**config.mk**
```make
export PLATFORM = sky130hd
export DESIGN_NAME = fullbuf_irq_ctrl
export DESIGN_NICKNAME = d
export VERILOG_FILES = /design/src/rtl/fbi_pkg.sv /design/src/rtl/fbi_full_detect.sv /design/src/rtl/fbi_fsm.sv /design/src/rtl/fbi_err_flag.sv /design/src/rtl/fullbuf_irq_ctrl.sv
export SDC_FILE = /design/constraint.sdc
export NUM_CORES = 1
export LEC_CHECK = 0
export ABC_AREA = 1
export BUFFER_PORTS_ARGS = -buffer_cell sky130_fd_sc_hd__buf_4
export CORE_AREA = 2 2 39 41
export DETAILED_ROUTE_END_ITERATION = 8
export DIE_AREA = 0 0 41 43
export GPL_TIMING_DRIVEN = 1
export PLACE_DENSITY_LB_ADDON = 0.15
export SETUP_SLACK_MARGIN = 0.15
export SYNTH_ARGS = -nofsm -noshare
export SYNTH_HDL_FRONTEND = slang
export SYNTH_SLANG_ARGS = --single-unit
```
**constraint.sdc**
```tcl
create_clock -name clk -period 2.84 [get_ports clk]
set_clock_uncertainty 0.1 [all_clocks]
set_input_delay 0.284 -clock clk [delete_from_list [all_inputs] [get_ports clk]]
set_output_delay 0.284 -clock clk [all_outputs]
set_load 0.005 [all_outputs]
```
**src/rtl/fbi_pkg.sv**
```systemverilog
package fbi_pkg;
    typedef enum logic [1:0] {
        ST_IDLE_WAIT_FULL = 2'd0,
        ST_IRQ_PULSE      = 2'd1,
        ST_WAIT_ACK       = 2'd2
    } fbi_state_e;
endpackage

```
**src/rtl/fbi_full_detect.sv**
```systemverilog
module fbi_full_detect #(
    parameter int DEPTH = 4096,
    parameter int CNT_W = $clog2(DEPTH + 1)
) (
    input  logic             fifo_full,
    input  logic             fifo_empty,
    input  logic [CNT_W-1:0] fifo_count,
    output logic             full_cond
);
    localparam logic [CNT_W-1:0] LEVEL_FULL = CNT_W'(DEPTH);

    // Either the flag or the count may announce fullness; an empty flag vetoes both.
    always_comb begin
        full_cond = !fifo_empty && (fifo_full || (fifo_count == LEVEL_FULL));
    end
endmodule

```
**src/rtl/fbi_fsm.sv**
```systemverilog
module fbi_fsm
    import fbi_pkg::*;
(
    input  logic       clk,
    input  logic       rst,
    input  logic       full_cond,
    input  logic       host_ack,
    output fbi_state_e state_q,
    output logic       irq,
    output logic       stray_ack
);
    fbi_state_e state_d;

    always_comb begin
        state_d = state_q;
        unique case (state_q)
            ST_IDLE_WAIT_FULL: if (full_cond) state_d = ST_IRQ_PULSE;       // full_seen
            ST_IRQ_PULSE:      state_d = ST_WAIT_ACK;                       // pulse_done
            ST_WAIT_ACK: begin
                if (host_ack) begin
                    state_d = full_cond ? ST_IRQ_PULSE                      // ack_refire
                                        : ST_IDLE_WAIT_FULL;                // ack_rearm
                end
            end
            default:           state_d = ST_IDLE_WAIT_FULL;
        endcase
    end

    always_ff @(posedge clk) begin
        if (rst) state_q <= ST_IDLE_WAIT_FULL;
        else     state_q <= state_d;
    end

    always_comb begin
        irq       = (state_q == ST_IRQ_PULSE);
        stray_ack = host_ack && (state_q != ST_WAIT_ACK);
    end
endmodule

```
**src/rtl/fbi_err_flag.sv**
```systemverilog
module fbi_err_flag (
    input  logic clk,
    input  logic rst,
    input  logic set_i,
    input  logic clear_i,
    output logic flag_q
);
    always_ff @(posedge clk) begin
        if (rst)          flag_q <= 1'b0;
        else if (set_i)   flag_q <= 1'b1;
        else if (clear_i) flag_q <= 1'b0;
    end
endmodule

```
**src/rtl/fullbuf_irq_ctrl.sv**
```systemverilog
module fullbuf_irq_ctrl
    import fbi_pkg::*;
#(
    parameter int DEPTH = 4096,
    parameter int CNT_W = $clog2(DEPTH + 1)
) (
    input  logic             clk,
    input  logic             rst,
    input  logic             fifo_full,
    input  logic             fifo_empty,
    input  logic [CNT_W-1:0] fifo_count,
    input  logic             host_ack,
    input  logic             err_clear,
    output logic             irq,
    output logic [1:0]       state_o,
    output logic             proto_err
);
    logic       full_cond;
    logic       stray_ack;
    fbi_state_e state_q;

    fbi_full_detect #(.DEPTH(DEPTH), .CNT_W(CNT_W)) u_detect (
        .fifo_full  (fifo_full),
        .fifo_empty (fifo_empty),
        .fifo_count (fifo_count),
        .full_cond  (full_cond)
    );

    fbi_fsm u_fsm (
        .clk       (clk),
        .rst       (rst),
        .full_cond (full_cond),
        .host_ack  (host_ack),
        .state_q   (state_q),
        .irq       (irq),
        .stray_ack (stray_ack)
    );

    fbi_err_flag u_err (
        .clk     (clk),
        .rst     (rst),
        .set_i   (stray_ack),
        .clear_i (err_clear),
        .flag_q  (proto_err)
    );

    assign state_o = state_q;
endmodule

```
==> results of run 1 <==
-- per-stage QoR --
stage	instances	total power, mW
finish	72	0.152
global route	72	0.168
CTS	72	0.159
detailed placement	68	0.0791
global placement	68	0.0790
floorplan	30	0.0547
-- final cells by class --
cell class / instances / area share, %
inverters: 5 / 4.82
repair buffers: 22 / 42.4
clock buffers: 4 / 6.75
flip-flops and latches: 3 / 15.4
well taps: 16 / 5.14
multi-input cells: 22 / 25.4
-- cell families (layout without fill, tap and decap cells) --
group                  after synthesis  count (layout)  synth area share (%)
buffers and inverters                5              31                  10.6
AND/OR/NAND/NOR                     19              19                  45.1
flip-flops                           3               3                  33.8
AO/OA/AOI/OAI                        3               3                  10.6
-- layer usage --
layer / part of all wire [%] / GRT usage (%) / vias up / wire length (um)
met5: 0 / 0 / - / 0
met4: 0 / 6.00 / 0 / 0
met3: 23 / 3.14 / 0 / 112
met2: 35 / 9.06 / 23 / 166
met1: 42 / 7.67 / 92 / 199
li1: - / - / 141 / -
-- sequential cells by signal (all words and copies together), names as in the netlist --
register,flops
u_err.flag_q,1
u_fsm.state_q,2
-- critical path: cells and delay by family, from the launching register on --
kind | cells | cell delay, ns
buf+inv | 2 | 0.18
flops | 1 | 0.35
simple gates | 1 | 0.12
-- power groups by stage --
stage | clock network, mW | registers (mW) | logic [mW]
after floorplan | 0 | 0.0468 | 0.00786
after global placement | 0 | 0.0467 | 0.0323
after detailed placement | 0 | 0.0467 | 0.0324
after CTS | 0.0803 | 0.0460 | 0.0325
after global routing | 0.0860 | 0.0463 | 0.0357
final | 0.0745 | 0.0460 | 0.0319
-- worst max path at each step --
stage	to	slack, ns	cells past startpoint
3_5_place_dp	irq	1.82	3
4_1_cts	irq	1.57	3
2_1_floorplan	u_fsm.state_q[0]	1.90	5
6_report	irq	1.58	3
3_3_place_gp	irq	1.84	3
5_1_grt	irq	1.50	3
-- layout by cell type, fill, tap and decap left out, drive strengths merged --
master,n
nand2,8
or2,1
dfxtp,3
buf,22
nor3,1
a21oi,3
clkbuf,4
nor2,9
inv,5
==> qor.yml, run 1 <==
status: "finished clean"
ant_nets: 0
area_growth_pct: 119
hold_class: "in2reg"
routed-via-count: 256
port_buffers: 22
nFillCells: 162
fmax_mhz: 797
synth_top_area_share_pct: 33.8
fin_crit_ns: 1.26
synthFlopType: "dfxtp_1"
ys_types: 10
gp_congestion: 0.533
hpwl_um: 423
design_area_um2: 389
avgSynthCellArea_um2: 5.92
synth_nets: 49
tns_ns: 0
end_kind: "output pin"
power.density_nw_per_um2: 392
async_flop_share_pct: 0
ys_seq_area_share_pct: 33.8
insertion_delay_ns: 0.23
post-route-util_pct: 28.1
synthCells: 30
grt_usage_pct: 6.81
cp.required_ns: 2.46
pwr-share-seq_pct: 30.2
pin_count: 23
setup_viol: 0
hold_viol: 0
pre_cts_ws_ns: 1.82
ctsHoldBuffers: 0
multi_input_area_um2: 98.8
crit_fanout: 3
clock_sinks: 3
max_slew_margin_pct: 90.5
synth_edf_count: 0
rsz0062_at_grt: "no"
holdWs_ns: 0.124
sw_frac_of_total_pct: 21.5
p_int_mw: 0.120
antenna_found_initial: 0
crit_start: "u_fsm.state_q[0]"
crit_type: "reg2out"
drt_pass1_iterations: 1
r2r_slack_ns: 1.87
crit_slowest_cell: "dfxtp_1"
core_area_um2: 1380
drc_errors: 0
max_stage_delay_ns: 0.35
die_w_um: 41
cts_root_buf: "clkbuf_4"
drive_above_1_share_pct: 51.8
htreeDepth: 1
drv_slew: 0
p_leak_nw: 0.203
n_antenna_cell: 0
reg2regPathDepth: 4
setup_ws_ns: 1.58
cp_cell_sequence: "inv_2, nor2_1, buf_4"
power_frac_comb_pct: 21.0
die_h_um: 43
critPathLaunchType: "flip-flop"
rows: 14
whs_path_depth: 2
grt_max_degree: 4
grt_pass1_wl_um: 779
wl_per_cell_um: 6.63
place_area_um2: 363
min_to: "u_fsm.state_q[1]"
syn_area_um2: 178
r2r-start: "u_fsm.state_q[1]"
dieArea_um2: 1760
synth_seq_cells: 3
cap_violations: 0
nets: 76
synth_most_common_cell: "nor2_1"
synth_commonest_cells: "nor2_1 (9), nand2_1 (7), inv_1 (4), dfxtp_1 (3), a21oi_1 (2)"
cts_buffer_depth: 2
cts.clk_slew.worst_paths_ns: 0.04
cts_made_buffers: 3
grt_pass1_vias: 233
post_cts_buffers: 0
yosys_warnings: 0
routed_via_density: 3.56
r2r-end: "u_fsm.state_q[0]"
ctsResizeCount: 0
area.sequential_um2: 60.1
cts_tree: "built"
hp-start: "rst"
ys_top_cells_by_area: "dfxtp_1 (34%), nor2_1 (19%), nand2_1 (15%)"
worstPathArrival_ns: 0.87
power.switching_mw: 0.0327
grt_overflow: 0
pwr-share-clk_pct: 48.9
fin_crit_sh_pct: 44.2
start_util_pct: 12.8
yosys.area.top_type: "dfxtp_1"
initialDrtViolationCount: 0
ir_drop_uv: 101
routed_wl_um: 477
tightest_slew_ns: 0.142
Power figures use the tool's default switching activity.
==> run 2, diff against run 1 <==
==> constraint.sdc (replaced) <==
create_clock -name clk -period 1.16 [get_ports clk]
set_clock_uncertainty 0.1 [all_clocks]
set_input_delay 0.116 -clock clk [delete_from_list [all_inputs] [get_ports clk]]
set_output_delay 0.116 -clock clk [all_outputs]
set_load 0.005 [all_outputs]
==> qor.yml, run 2 (synthesis gave the netlist of run 1 again) <==
tightest_slew_ns: 0.235  # +0.0931 ns
grt_max_degree: 4  # unchanged
r2r_slack_ns: 0.17  # -1.70 ns
grt_pass1_vias: 225  # -3.4%
die_h_um: 43  # unchanged
critPathLaunchType: "flip-flop"
layout_common_cells: "buf_4 (22), nor2_1 (8), nand2_1 (6), inv_1 (4), clkbuf_4 (3)"
pwr-share-seq_pct: 30.3  # about the same
cts.clk_slew.worst_paths_ns: 0.03  # about the same
clock_sinks: 3  # unchanged
routed-via-count: 266  # +3.9%
area_growth_pct: 132
nFillCells: 162  # unchanged
pwr-share-clk_pct: 47.6  # -1.3 points
worstPathArrival_ns: 0.82  # -0.05 ns
top_register: "u_fsm.state_q"
drt_pass1_iterations: 3  # +2
crit_fanout: 3  # unchanged
hp-start: "err_clear"
drc_errors: 0  # unchanged
power_frac_comb_pct: 22.1  # +1.1 points
wl_per_cell_um: 7.10  # +7.1%
max_slew_margin_pct: 84.2  # -6.3 points
insertion_delay_ns: 0.23  # about the same
p_int_mw: 0.297  # +150%
routed_via_density: 3.64  # +2.5%
gp_congestion: 0.575  # +7.9%
hpwl_um: 440  # +3.9%
setup_viol: 0  # unchanged
fin_crit_sh_pct: 89.7
end_kind: "output pin"
antenna_found_initial: 0  # unchanged
ir_drop_uv: 149  # +48%
port_buffers: 22  # unchanged
fmax_mhz: 961
grt_overflow: 0  # unchanged
cts_tree: "built"
grt_pass1_wl_um: 724  # -7.1%
status: "finished clean"
power.switching_mw: 0.0799  # +140%
pin_count: 23  # unchanged
reg2regPathDepth: 5  # +1
p_leak_nw: 0.208  # +2.6%
rsz0062_at_grt: "yes"
die_w_um: 41  # unchanged
hold_class: "in2reg"
ant_nets: 0  # unchanged
core_area_um2: 1380  # unchanged
start_util_pct: 12.8  # unchanged
whs_path_depth: 4  # +2
cts_made_buffers: 3  # unchanged
largestRegisters: "u_fsm.state_q x2, u_err.flag_q x1"
holdWs_ns: 0.0341  # -0.0903 ns
n_antenna_cell: 0  # unchanged
drv_slew: 0  # unchanged
tns_ns: 0  # unchanged
largest_reg_flops: 2  # unchanged
cp.required_ns: 0.94  # -1.52 ns
min_to: "u_err.flag_q"
rows: 14  # unchanged
cap_violations: 0  # unchanged
power.density_nw_per_um2: 915  # +130%
crit_type: "reg2out"
cts_buffer_depth: 2  # unchanged
dieArea_um2: 1760  # unchanged
initialDrtViolationCount: 1  # +1
nets: 77  # +1.3%
cts_root_buf: "clkbuf_4"
hold_viol: 0  # unchanged
sw_frac_of_total_pct: 21.2  # -0.28 points
r2r-start: "u_fsm.state_q[0]"
routed_wl_um: 518  # +8.6%
r2r-end: "u_fsm.state_q[0]"
drive_above_1_share_pct: 57.9  # +6.1 points
fin_crit_ns: 1.04
post_cts_buffers: 0  # unchanged
grt_usage_pct: 6.41  # -0.41 points
mostFrequentLayoutCell: "buf_4"
htreeDepth: 1  # unchanged
[run 2: area by class of cell]
cell class                 instances  area (um^2)  area share, %
inverter                           5         18.8           4.56
clock buffer                       4         26.3           6.38
tap                               16         20.0           4.86
sequential                         3         62.6           15.2
multi-input combinational         22          109           26.4
timing repair buffer              23          175           42.6
[run 2: worst max path at each step]
stage                startpoint               end  slack (ns)  depth (start not counted)
2_1_floorplan  u_fsm.state_q[0]  u_fsm.state_q[0]        0.22                          5
3_3_place_gp   u_fsm.state_q[0]  u_fsm.state_q[0]        0.20                          5
3_5_place_dp   u_fsm.state_q[0]  u_fsm.state_q[0]        0.20                          5
4_1_cts        u_fsm.state_q[0]               irq        0.11                          3
5_1_grt        u_fsm.state_q[0]               irq        0.10                          3
6_report       u_fsm.state_q[0]               irq        0.12                          3
[run 2: stage by stage]
step           std cells  power (mW)  cell area [um^2]  worst slack [ns]  utilization, %
4_1_cts               73       0.385               403             0.105            29.1
3_5_place_dp          68       0.193               363             0.197            26.2
6_report              73       0.377               412             0.120            29.7
2_1_floorplan         30       0.134               178             0.220               -
3_3_place_gp          68       0.194               363             0.198            26.2
5_1_grt               73       0.401               412             0.101            29.7
[run 2: repair_timing]
item	in CTS	in global routing
resized for setup	2	3
hold buffers	1	0
endpoints found under the setup margin	1	2
endpoints found under the hold margin	2	0
[run 2: worst max-delay path: stages, from the launching register on]
cell     delay [ns]
dfxtp_2        0.34
inv_2          0.06
nor2_4         0.09
buf_4          0.12
[run 2: power groups by stage]
stage / Sequential, mW / Combinational (mW) / Clock [mW]
4_1_cts: 0.113 / 0.0822 / 0.189
6_report: 0.114 / 0.0833 / 0.179
5_1_grt: 0.115 / 0.0931 / 0.193
2_1_floorplan: 0.115 / 0.0192 / 0
3_3_place_gp: 0.114 / 0.0794 / 0
3_5_place_dp: 0.114 / 0.0789 / 0
[run 2: layer usage]
| metal | share of wire, % | wire length [um] | GRT usage [%] |
|---|---|---|---|
| met3 | 23 | 119 | 1.57 |
| met1 | 37 | 190 | 6.69 |
| met4 | 0 | 0 | 8.00 |
| met5 | 0 | 0 | 0 |
| met2 | 40 | 208 | 8.75 |
==> run 3, diff against run 2 <==
--- a/config.mk
+++ b/config.mk
@@ -12,7 +12,7 @@
 export DIE_AREA = 0 0 41 43
 export GPL_TIMING_DRIVEN = 1
 export PLACE_DENSITY_LB_ADDON = 0.15
-export SETUP_SLACK_MARGIN = 0.15
+export SETUP_SLACK_MARGIN = 0.1
 export SYNTH_ARGS = -nofsm -noshare
 export SYNTH_HDL_FRONTEND = slang
 export SYNTH_SLANG_ARGS = --single-unit
==> constraint.sdc (replaced) <==
create_clock -name clk -period 1.05 [get_ports clk]
set_clock_uncertainty 0.1 [all_clocks]
set_input_delay 0.21 -clock clk [delete_from_list [all_inputs] [get_ports clk]]
set_output_delay 0.21 -clock clk [all_outputs]
set_load 0.005 [all_outputs]
==> qor.yml, run 3 (synthesis gave the netlist of run 1 again) <==
wl_per_cell_um: 7.73  # +8.9%
pre_cts_ws_ns: 0.0636  # -0.134 ns
crit_slowest_cell: "dfxtp_2"
max_slew_margin_pct: 84.7  # +0.45 points
rsz0062_at_grt: "yes"
pwr-share-seq_pct: 29.5  # -0.8 points
htreeDepth: 1  # unchanged
die_w_um: 41  # unchanged
fin_crit_ns: 1.12
pin_count: 23  # unchanged
pwr-share-clk_pct: 46.9  # -0.7 points
r2r-end: "u_fsm.state_q[0]"
design_area_um2: 435  # +5.8%
port_buffers: 22  # unchanged
crit_fanout: 3  # unchanged
p_int_mw: 0.332  # +12%
drc_errors: 0  # unchanged
antenna_found_initial: 0  # unchanged
crit_type: "reg2out"
cts_buffer_depth: 2  # unchanged
p_leak_nw: 0.217  # +4.2%
setup_ws_ns: -0.0733  # -0.193 ns
ir_drop_uv: 249  # +67%
die_h_um: 43  # unchanged
clock_sinks: 3  # unchanged
multi_input_area_um2: 113  # +3.4%
critPathLaunchType: "flip-flop"
drt_pass1_iterations: 2  # -1
min_to: "u_err.flag_q"
grt_overflow: 0  # unchanged
drive_above_1_share_pct: 63.8  # +5.9 points
reg2regPathDepth: 6  # +1
routed_via_density: 3.69  # +1.2%
cts_tree: "built"
power.switching_mw: 0.0930  # +16%
cts_root_buf: "clkbuf_4"
sw_frac_of_total_pct: 21.9  # +0.67 points
fmax_mhz: 890
gp_congestion: 0.575  # unchanged
area_growth_pct: 145
grt_pass1_wl_um: 862  # +19%
max_stage_delay_ns: 0.34  # about the same
drv_slew: 0  # unchanged
cts_made_buffers: 3  # unchanged
power.density_nw_per_um2: 977  # +6.7%
hold_viol: 0  # unchanged
grt_max_degree: 4  # unchanged
end_kind: "output pin"
layout_common_cells: "buf_4 (21), nor2_1 (8), nand2_1 (6), inv_1 (4)"
rows: 14  # unchanged
insertion_delay_ns: 0.23  # about the same
tightest_slew_ns: 0.228  # -0.00677 ns
nets: 78  # +1.3%
fin_crit_sh_pct: 107
crit_start: "u_fsm.state_q[0]"
ant_nets: 0  # unchanged
cp_cell_sequence: "inv_2, nor2_4, buf_6"
whs_path_depth: 2  # -2
violations: "negative setup slack"
dp_cells: 68  # unchanged
nFillCells: 155  # -4.3%
grt_usage_pct: 7.52  # +1.1 points
layout.cells.non_filler: 74  # +1.4%
cap_violations: 0  # unchanged
status: "complete, but fails checks"
area.sequential_um2: 66.3  # +6.0%
tns_ns: -0.193  # -0.193 ns
power_frac_comb_pct: 23.6  # +1.5 points
mostFrequentLayoutCell: "buf_4"
core_area_um2: 1380  # unchanged
cp.required_ns: 0.74  # -0.20 ns
setup_viol: 4  # +4
r2r_slack_ns: -0.05  # -0.22 ns
hpwl_um: 452  # +2.8%
routed-via-count: 273  # +2.6%
routed_wl_um: 572  # +10%
hold_class: "in2reg"
worstPathArrival_ns: 0.81  # about the same
place_area_um2: 363  # unchanged
hp-start: "rst"
grt_pass1_vias: 265  # +18%
largestRegisters: "u_fsm.state_q x2, u_err.flag_q x1"
n_antenna_cell: 0  # unchanged
start_util_pct: 12.8  # unchanged
r2r-start: "u_fsm.state_q[0]"
cts.clk_slew.worst_paths_ns: 0.03  # about the same
initialDrtViolationCount: 1  # unchanged
dieArea_um2: 1760  # unchanged
top_register: "u_fsm.state_q"
largest_reg_flops: 2  # unchanged
-- run 3: cell count changes in the layout (fill, tap and decap cells not counted), sizes merged --
cell,delta
dlygate4sd3,-1
buf,+2
-- run 3: routing by layer --
| layer | global-route usage, % | routed length, um | up-vias |
|---|---|---|---|
| met1 | 6.71 | 217 | 106 |
| met3 | 2.09 | 106 | 0 |
| met2 | 11.9 | 249 | 23 |
| li1 | - | - | 144 |
| met4 | 8.00 | 0 | 0 |
| met5 | 0 | 0 | - |
-- run 3: power by group through the flow --
stage	logic [mW]	registers, mW	clock network (mW)
floorplan	0.0213	0.127	0
global placement	0.0878	0.126	0
detailed placement	0.0874	0.127	0
CTS	0.0979	0.125	0.211
global route	0.112	0.126	0.218
finish	0.101	0.125	0.199
-- run 3: area by class of cell --
| type | instances | area share, % |
|---|---|---|
| tap | 16 | 4.60 |
| multi-input combinational | 22 | 25.9 |
| clock buffer | 4 | 6.03 |
| inverter | 5 | 4.31 |
| sequential | 3 | 15.2 |
| timing repair buffer | 24 | 44.0 |
-- run 3: stage by stage --
step	power, mW	hold slack [ns]	util [%]
finish	0.425	0.0501	31.5
global route	0.457	0.0467	31.5
CTS	0.434	0.0364	31.0
detailed placement	0.214	0.291	26.2
global placement	0.214	0.300	26.2
floorplan	0.148	0.172	-
-- run 3: worst max-delay path: cells and delay by family, from the launching register on --
| family | cells | cell delay [ns] |
|---|---|---|
| flip-flops | 1 | 0.34 |
| buffers and inverters | 2 | 0.15 |
| AND/OR/NAND/NOR | 1 | 0.09 |
-- run 3: timing repair --
action                                 in CTS  in global routing
setup endpoints to repair                   6                  7
gates resized for setup                     9                  2
endpoints found under the hold margin       0                  0
hold buffers                                0                  0
buffers inserted                            2                  0
-- run 3: worst max-delay path by stage --
stage	cells after the start	endpoint	slack [ns]
after floorplan	5	u_fsm.state_q[0]	0.11
after global placement	3	irq	0.05
after detailed placement	3	irq	0.06
after CTS	3	irq	-0.08
after global routing	3	irq	-0.10
final	3	irq	-0.07
